### src/rtl/burst_pkg.sv
package burst_pkg;

  typedef struct packed {
    logic       async;
    logic [2:0] lat;
    logic       space2;
    logic       early;
    logic       seq;
    logic       rise;
    logic       nowrap;
    logic [2:0] len;
  } burst_cfg_t;

  localparam logic [2:0] LEN_4    = 3'b001;
  localparam logic [2:0] LEN_8    = 3'b010;
  localparam logic [2:0] LEN_CONT = 3'b111;

  localparam int CFG_W = 16;

  function automatic logic lat_ok(input logic [2:0] c);
    return (c >= 3'b010) && (c <= 3'b110);
  endfunction

  function automatic logic len_ok(input logic [2:0] c);
    return (c == LEN_4) || (c == LEN_8) || (c == LEN_CONT);
  endfunction

  // Reload value of the delay counter: latency minus one (code + 1).
  function automatic logic [2:0] lat_reload(input logic [2:0] c);
    return c + 3'd1;
  endfunction

  // Block mask, N-1.
  function automatic logic [2:0] len_mask(input logic [2:0] c);
    return (c == LEN_8) ? 3'b111 : 3'b011;
  endfunction

endpackage

### src/rtl/burst_cfg_reg.sv
module burst_cfg_reg
  import burst_pkg::*;
(
  input  logic                clk,
  input  logic                rst_n,
  input  logic                we,
  input  logic [CFG_W-1:0]    wdata,
  output burst_cfg_t          cfg,
  output logic                err
);

  burst_cfg_t cfg_q, cfg_d;
  logic       err_q, err_d;

  always_comb begin
    cfg_d = cfg_q;
    err_d = err_q;
    if (we) begin
      cfg_d.async  = wdata[15];
      cfg_d.space2 = wdata[9];
      cfg_d.early  = wdata[8];
      cfg_d.seq    = wdata[7];
      cfg_d.rise   = wdata[6];
      cfg_d.nowrap = wdata[3];
      if (lat_ok(wdata[13:11])) cfg_d.lat = wdata[13:11];
      else                      err_d = 1'b1;
      if (len_ok(wdata[2:0]))   cfg_d.len = wdata[2:0];
      else                      err_d = 1'b1;
    end
  end

  always_ff @(posedge clk or negedge rst_n) begin
    if (!rst_n) begin
      cfg_q.async  <= 1'b1;
      cfg_q.lat    <= 3'b010;
      cfg_q.space2 <= 1'b0;
      cfg_q.early  <= 1'b0;
      cfg_q.seq    <= 1'b0;
      cfg_q.rise   <= 1'b0;
      cfg_q.nowrap <= 1'b0;
      cfg_q.len    <= LEN_4;
      err_q        <= 1'b0;
    end else if (we) begin
      cfg_q <= cfg_d;
      err_q <= err_d;
    end
  end

  assign cfg = cfg_q;
  assign err = err_q;

endmodule

### src/rtl/burst_seq_ctrl.sv
module burst_seq_ctrl
  import burst_pkg::*;
(
  input  logic        clk,
  input  logic        rst_n,
  input  burst_cfg_t  cfg,
  input  logic        latch_in,
  output logic        load,
  output logic        active,
  output logic        fire,
  output logic        pre,
  output logic        last,
  output logic [2:0]  beat_k
);

  logic       active_q, active_d;
  logic [2:0] dly_q, dly_d;
  logic [2:0] k_q, k_d;
  logic       latch_q;
  logic       sync_mode, cont, last_pending, rise_evt;

  assign sync_mode    = ~cfg.async;
  assign cont         = (cfg.len == LEN_CONT);
  assign rise_evt     = latch_in & ~latch_q;
  assign load         = rise_evt & sync_mode;
  assign last_pending = ~cont & (k_q == len_mask(cfg.len));
  assign fire         = active_q & latch_in & sync_mode & (dly_q == 3'd0);
  assign last         = fire & last_pending;
  assign pre          = active_q & latch_in & sync_mode &
                        ((dly_q == 3'd1) |
                         ((dly_q == 3'd0) & ~cfg.space2 & ~last_pending));

  always_comb begin
    active_d = active_q;
    dly_d    = dly_q;
    k_d      = k_q;
    if (load) begin
      active_d = 1'b1;
      dly_d    = lat_reload(cfg.lat);
      k_d      = 3'd0;
    end else if (active_q && (!latch_in || !sync_mode)) begin
      active_d = 1'b0;
    end else if (fire) begin
      if (last_pending) begin
        active_d = 1'b0;
      end else begin
        k_d   = k_q + 3'd1;
        dly_d = cfg.space2 ? 3'd1 : 3'd0;
      end
    end else if (active_q && dly_q != 3'd0) begin
      dly_d = dly_q - 3'd1;
    end
  end

  always_ff @(posedge clk or negedge rst_n) begin
    if (!rst_n) begin
      active_q <= 1'b0;
      dly_q    <= 3'd0;
      k_q      <= 3'd0;
      latch_q  <= 1'b0;
    end else begin
      active_q <= active_d;
      dly_q    <= dly_d;
      k_q      <= k_d;
      latch_q  <= latch_in;
    end
  end

  assign active = active_q;
  assign beat_k = k_q;

endmodule

### src/rtl/burst_addr_gen.sv
module burst_addr_gen
  import burst_pkg::*;
#(
  parameter int AW = 20
) (
  input  logic          clk,
  input  logic          rst_n,
  input  burst_cfg_t    cfg,
  input  logic          load,
  input  logic          fire,
  input  logic          last,
  input  logic [2:0]    beat_k,
  input  logic [AW-1:0] start_addr,
  output logic [AW-1:0] start_q,
  output logic [AW-1:0] addr
);

  localparam int OFFW = 3;

  logic [AW-1:0]   addr_q, addr_d, start_r, start_d;
  logic [AW-1:0]   mask_w, base, linear;
  logic [OFFW-1:0] mask3, kn, off_seq, off_int;
  logic            use_linear;

  assign mask3 = len_mask(cfg.len);

  genvar gi;
  generate
    for (gi = 0; gi < AW; gi++) begin : g_mask
      if (gi < OFFW) begin : g_lo
        assign mask_w[gi] = mask3[gi];
      end else begin : g_hi
        assign mask_w[gi] = 1'b0;
      end
    end
  endgenerate

  assign kn         = beat_k + 3'd1;
  assign base       = start_r & ~mask_w;
  assign linear     = addr_q + {{(AW-1){1'b0}}, 1'b1};
  assign off_seq    = (start_r[OFFW-1:0] + kn) & mask3;
  assign off_int    = (start_r[OFFW-1:0] ^ kn) & mask3;
  assign use_linear = (cfg.len == LEN_CONT) | (cfg.seq & cfg.nowrap);

  always_comb begin
    addr_d  = addr_q;
    start_d = start_r;
    if (load) begin
      addr_d  = start_addr;
      start_d = start_addr;
    end else if (fire && !last) begin
      if (use_linear)   addr_d = linear;
      else if (cfg.seq) addr_d = base | {{(AW-OFFW){1'b0}}, off_seq};
      else              addr_d = base | {{(AW-OFFW){1'b0}}, off_int};
    end
  end

  always_ff @(posedge clk or negedge rst_n) begin
    if (!rst_n) begin
      addr_q  <= '0;
      start_r <= '0;
    end else if (load || fire) begin
      addr_q  <= addr_d;
      start_r <= start_d;
    end
  end

  assign addr    = addr_q;
  assign start_q = start_r;

endmodule

### src/rtl/burst_out_stage.sv
module burst_out_stage
  import burst_pkg::*;
#(
  parameter int DW = 16
) (
  input  logic          clk,
  input  logic          rst_n,
  input  burst_cfg_t    cfg,
  input  logic          fire,
  input  logic          pre,
  input  logic [DW-1:0] mem_rdata,
  output logic [DW-1:0] rd_data,
  output logic          valid_n
);

  logic [DW-1:0] rd_pos_q, rd_neg_q;
  logic          vld_q, vld_d;

  assign vld_d = cfg.early ? pre : fire;

  always_ff @(posedge clk or negedge rst_n) begin
    if (!rst_n) begin
      rd_pos_q <= '0;
    end else if (fire) begin
      rd_pos_q <= mem_rdata;
    end
  end

  always_ff @(posedge clk or negedge rst_n) begin
    if (!rst_n) vld_q <= 1'b0;
    else        vld_q <= vld_d;
  end

  // Falling-edge copy models presentation on the falling clock edge.
  always_ff @(negedge clk or negedge rst_n) begin
    if (!rst_n) rd_neg_q <= '0;
    else        rd_neg_q <= rd_pos_q;
  end

  assign rd_data = cfg.rise ? rd_pos_q : rd_neg_q;
  assign valid_n = ~vld_q;

endmodule

### src/rtl/burst_rd_seq.sv
module burst_rd_seq
  import burst_pkg::*;
#(
  parameter int AW = 20,
  parameter int DW = 16
) (
  input  logic          clk,
  input  logic          rst_n,
  input  logic          cfg_we,
  input  logic [15:0]   cfg_wdata,
  input  logic          addr_latch,
  input  logic [AW-1:0] start_addr,
  output logic [AW-1:0] mem_addr,
  input  logic [DW-1:0] mem_rdata,
  output logic [DW-1:0] rd_data,
  output logic          valid_n,
  output logic          cfg_err
);

  logic [1:0]    rst_sync_q;
  logic          rst_n_s;
  burst_cfg_t    cfg_q;
  logic          load, active, fire, pre, last;
  logic [2:0]    beat_k;
  logic [AW-1:0] start_q;

  always_ff @(posedge clk or negedge rst_n) begin
    if (!rst_n) rst_sync_q <= 2'b00;
    else        rst_sync_q <= {rst_sync_q[0], 1'b1};
  end
  assign rst_n_s = rst_sync_q[1];

  burst_cfg_reg u_cfg (
    .clk   (clk),
    .rst_n (rst_n_s),
    .we    (cfg_we),
    .wdata (cfg_wdata),
    .cfg   (cfg_q),
    .err   (cfg_err)
  );

  burst_seq_ctrl u_ctrl (
    .clk      (clk),
    .rst_n    (rst_n_s),
    .cfg      (cfg_q),
    .latch_in (addr_latch),
    .load     (load),
    .active   (active),
    .fire     (fire),
    .pre      (pre),
    .last     (last),
    .beat_k   (beat_k)
  );

  burst_addr_gen #(.AW(AW)) u_addr (
    .clk        (clk),
    .rst_n      (rst_n_s),
    .cfg        (cfg_q),
    .load       (load),
    .fire       (fire),
    .last       (last),
    .beat_k     (beat_k),
    .start_addr (start_addr),
    .start_q    (start_q),
    .addr       (mem_addr)
  );

  burst_out_stage #(.DW(DW)) u_out (
    .clk       (clk),
    .rst_n     (rst_n_s),
    .cfg       (cfg_q),
    .fire      (fire),
    .pre       (pre),
    .mem_rdata (mem_rdata),
    .rd_data   (rd_data),
    .valid_n   (valid_n)
  );

endmodule

### config.mk
export PLATFORM = sky130hd
export DESIGN_NAME = burst_rd_seq
export DESIGN_NICKNAME = d
export VERILOG_FILES = /design/src/rtl/burst_pkg.sv /design/src/rtl/burst_cfg_reg.sv /design/src/rtl/burst_seq_ctrl.sv /design/src/rtl/burst_addr_gen.sv /design/src/rtl/burst_out_stage.sv /design/src/rtl/burst_rd_seq.sv
export SDC_FILE = /design/constraint.sdc
export NUM_CORES = 1
export LEC_CHECK = 0
export CORE_MARGIN = 2
export CORE_UTILIZATION = 35
export DETAILED_ROUTE_END_ITERATION = 6
export HOLD_SLACK_MARGIN = 0.03
export SLEW_MARGIN = 20
export SYNTH_ARGS = -nofsm -noshare
export SYNTH_HDL_FRONTEND = slang
export SYNTH_SLANG_ARGS = --single-unit
### constraint.sdc
create_clock -name clk -period 2.9 [get_ports clk]
set_input_delay 0.725 -clock clk [delete_from_list [all_inputs] [get_ports clk]]
set_output_delay 0.725 -clock clk [all_outputs]
set_load 0.05 [all_outputs]
; After elaboration in Yosys (flattened, before gate mapping)
; Cells that the tools add are included.
[word_totals]
regBits = 96
output_inout_bits = 38
word_cells = 111
[classes]
n_addsub = 5
n_lt_le_gt_ge = 2
eq_ne = 11
mux = 23
bitwise_logic = 26
n_reduce_logical = 25
[ops]
columns = op, n
row1 = $mux W20, 4
row2 = $or A20 B3 Y20, 2
row3 = $mux W3, 10
row4 = $add A20 B1 Y20 const B, 1
row5 = $and A20 B20 Y20, 1
row6 = $not A3 Y20, 1
row7 = $mux W16, 1
row8 = $reduce_and A2 Y1, 6
row9 = $reduce_bool A3 Y1, 4
row10 = $and A1 B1 Y1, 11
row11 = $mux W1, 8
row12 = $add A3 B1 Y3 const B, 2
row13 = $and A3 B3 Y3, 2
row14 = $eq A3 B1 Y1 const B, 2
row15 = $eq A3 B2 Y1 const B, 2
row16 = $eq A3 B3 Y1 const B, 2
row17 = $not A1 Y1, 6
row18 = $reduce_and A3 Y1, 2
row19 = $logic_and A1 B1 Y1, 4
row20 = $logic_or A1 B1 Y1, 4
row21 = $ne A2 B1 Y1 const B, 2
row22 = $reduce_bool A2 Y1, 2
row23 = $add A3 B3 Y3, 1
row24 = $eq A3 B3 Y1, 1
row25 = other kinds (9), 11

; Depth between registers and ports, before layout
[depth]
word_depth = 9
mapped_depth = 9

; Modules after synthesis
; A second synthesis with hierarchy kept.
[hier_totals]
hier_cells = 443
area_unflattened_um2 = 4913.5
[by_module_without_submodules]
columns = mod, instances, cells_each, area_per_inst_um2, seq_area_each_um2
row1 = burst_addr_gen, 1, 250, 2333.5, 1001.0
row2 = burst_out_stage, 1, 71, 1335.0, 825.8
row3 = burst_cfg_reg, 1, 58, 610.6, 329.1
row4 = burst_seq_ctrl, 1, 61, 580.6, 200.2
row5 = burst_rd_seq, 1, 3, 53.8, 50.0

==> flow_metrics.tcl <==
set metrics [dict create \
    fp.dieW_um 121 \
    synth_nets 559 \
    yosysUniqueCellTypes 60 \
    ys.flop_type "dfrtp_1" \
    worstSetupPathType "flop to output pin" \
    start_kind "flop" \
    cts_root_buf "clkbuf_16" \
    grt_busiest_layer "met2" \
    min_path_type "flop to asynchronous set/reset pin" \
    cts_tree "done" \
    dp_hpwl_um 8210 \
    critPathArrivalTime_ns 2.56 \
    setup_tns_ns -6.03 \
    syn_avg_cell_area_um2 9.62 \
    multi_input_area_mm2 0.00215 \
    grt_max_degree 60 \
    max-vdd-ir-drop_uv 352 \
    fin_skew_ns 0.00797 \
    dr.pass1.iters 4 \
    crit_fanout 1 \
    antenna_found_initial 0 \
    setup_violations 16 \
    n_antenna_cell 0 \
    rsz0062_at_grt "yes" \
    synthCells 494 \
    wire_per_inst_um 14.8 \
    final_antenna_net_count 0 \
    cts_buffers 9 \
    drc_errors 0 \
    io_pins 94 \
    crit_required_ns 2.17 \
    fillCellCount 1232 \
    status "finished, violations left" \
    grt_pass1_wl_um 19100 \
    stdcell_area_mm2 0.00628 \
    drv_cap 0 \
    clk-insertion-delay-late_ns 0.34 \
    ys_seq_area_frac 0.506 \
    total_power_mw 4.91 \
    clock_path_buffers 2 \
    clock_sinks 96 \
    wl_um 11300 \
    utilization 0.474 \
    stdcell_count 762 \
    regArea_mm2 0.00241 \
    finalHoldViolations 0 \
    synth-seq-cells 96 \
    drive_above_1_share 0.140 \
    rows 42 \
    grt_usage 0.163 \
    vias 3927 \
    worst_pin_slew_ns 0.820 \
    synth_edf_count 0 \
    clkTransAtPathRegs_ns 0.07 \
    finalWorstSetupSlack_ns -0.387 \
    max_slew_margin 0.448 \
    post-cts-setup-buffers 0 \
    gp_congestion 0.787 \
    hold_buffers 0 \
    viasPerCell 5.15 \
    start_util 0.359 \
    use_met1 0.212 \
    dpl_cell_area_mm2 0.00599 \
    drtIter0Drc 291 \
    synth_area_mm2 0.00475 \
    async_flop_share 1.00 \
    end_kind "output pin" \
    power_density_mw_per_mm2 783 \
    place_inst 746 \
    die_h_um 121 \
    syn_to_final_growth_pct 32.2 \
    use_met3 0.0321 \
    portBuffers 89 \
    drv_slew 0 \
    use_met2 0.270 \
    grt_pass1_vias 3989 \
    cts_max_level 3 \
    p_leak_nw 2.78 \
    yosysWarningCount 0 \
    die_area_mm2 0.0145 \
    overflow 0 \
    violations "negative setup slack" \
    layout.nets 646 \
    core_mm2 0.0132 \
]
registers in the layout, summed over array words and instances, names as in the netlist:
name,cells
u_out.rd_neg_q,16
u_ctrl.active,1
u_out.vld_q,1
u_ctrl.dly_q,3
u_out.rd_pos_q,16
u_ctrl.latch_q,1
rst_sync_q,2
u_addr.start_q,20
u_addr.addr,20
u_ctrl.beat_k,3
u_cfg.cfg,12
u_cfg.err,1
cell usage after synthesis (3+ instances only):
| library cell | n | area, µm² |
|---|---|---|
| a211oi_1 | 4 | 30.0 |
| a31oi_1 | 14 | 87.6 |
| nand2_1 | 129 | 484 |
| xor2_1 | 3 | 26.3 |
| nor2_1 | 18 | 67.6 |
| nand4_1 | 8 | 50.1 |
| nand3_1 | 12 | 60.1 |
| ha_1 | 8 | 100 |
| nand3b_1 | 3 | 22.5 |
| o221ai_1 | 3 | 26.3 |
| clkbuf_8 | 6 | 82.6 |
| dfrtn_1 | 16 | 400 |
| inv_1 | 16 | 60.1 |
| a2bb2oi_1 | 4 | 35.0 |
| o21ai_0 | 31 | 155 |
| o211ai_1 | 4 | 30.0 |
| nor2b_1 | 5 | 31.3 |
| dfrtp_1 | 77 | 1930 |
| clkbuf_1 | 16 | 60.1 |
| mux2_2 | 23 | 259 |
| o31ai_1 | 3 | 22.5 |
| o22a_1 | 3 | 26.3 |
| nor3_1 | 3 | 15.0 |
| or3_1 | 6 | 37.5 |
| nand2b_1 | 3 | 18.8 |
| mux2i_1 | 4 | 40.0 |
| a21oi_1 | 20 | 100 |
| dfstp_2 | 3 | 78.8 |
| xnor2_1 | 8 | 70.1 |
kinds of logic (layout without fill, tap and decap cells):
kind of cell / count (synthesis) / after routing / synth area share
compound gates: 108 / 108 / 0.150
xor+xnor: 11 / 11 / 0.0203
fa+ha+maj: 9 / 9 / 0.0253
buf+inv: 40 / 132 / 0.0442
flops: 96 / 96 / 0.506
mux: 27 / 27 / 0.0629
other cells: 1 / 1 / 0.000789
simple gates: 202 / 202 / 0.190
through the flow:
step / worst slack [ns] / hold slack (ns)
finish: -0.387 / 0.273
global route: -0.419 / 0.324
CTS: -0.404 / 0.298
detailed placement: -0.0371 / 0.294
global placement: -0.0224 / 0.290
floorplan: 0.0475 / 0.331
placed cells by master, fill, tap and decap left out, drive strengths merged, types with 4 or more instances in the layout:
cell type      synthesis  layout
a21oi                 20      20
ha                     8       8
nand2                129     129
mux2i                  4       4
o211ai                 4       4
dfrtn                 16      16
buf                    2      27
nor2                  18      18
o21ai                 32      32
nand4                  8       8
clkdlybuf4s50          0      73
xnor2                  8       8
a211oi                 4       4
a31oi                 14      14
or3                    7       7
clkbuf                22       9
a2bb2oi                4       4
nor2b                  5       5
nand3                 13      13
inv                   16      22
dfrtp                 77      77
mux2                  23      23
what timing repair did:
action	in CTS	in global routing
resized for setup	2	0
gates cloned	0	0
endpoints found under the setup margin	16	16
endpoints found under the hold margin	0	0
area by class of cell:
cell class | count | share of cell area
multi-input cells | 358 | 0.342
clock buffers | 9 | 0.0359
flip-flops and latches | 96 | 0.384
clock inverters | 7 | 0.00917
repair buffers | 100 | 0.185
inverters | 16 | 0.00957
well taps | 176 | 0.0351
final timing paths:
kind,start,to,slack [ns],depth (start not counted)
max,u_out.rd_neg_q[1],rd_data[1],-0.39,2
min,rst_sync_q[1],u_out.rd_pos_q[15],0.27,0
max reg2reg,u_ctrl.dly_q[0],u_addr.addr[15],0.75,7
min reg2reg,rst_sync_q[1],u_out.rd_pos_q[15],0.27,0
max in group asynchronous,rst_sync_q[1],u_out.rd_neg_q[14],0.94,0
min in group clk,rst_sync_q[0],rst_sync_q[1],0.35,0
critical path, stage by stage (launching register included):
cell and delay, ns:
dfrtn_1 0.33, mux2_4 0.29, buf_12 0.15
layer usage:
metal  up-vias  share of wire  wire [µm]
met2        92           0.48       5410
met4         0          0.021        239
met3        18          0.047        526
met1      1915           0.45       5120
met5         -              0          0
li1       1902              -          -
power breakdown:
group | internal [mW] | total (mW) | switching [mW]
clock network | 0.597 | 1.13 | 0.532
logic | 0.809 | 1.85 | 1.04
registers | 1.65 | 1.93 | 0.279
total | 3.06 | 4.91 | 1.85
(Power assumes the default switching activity.)
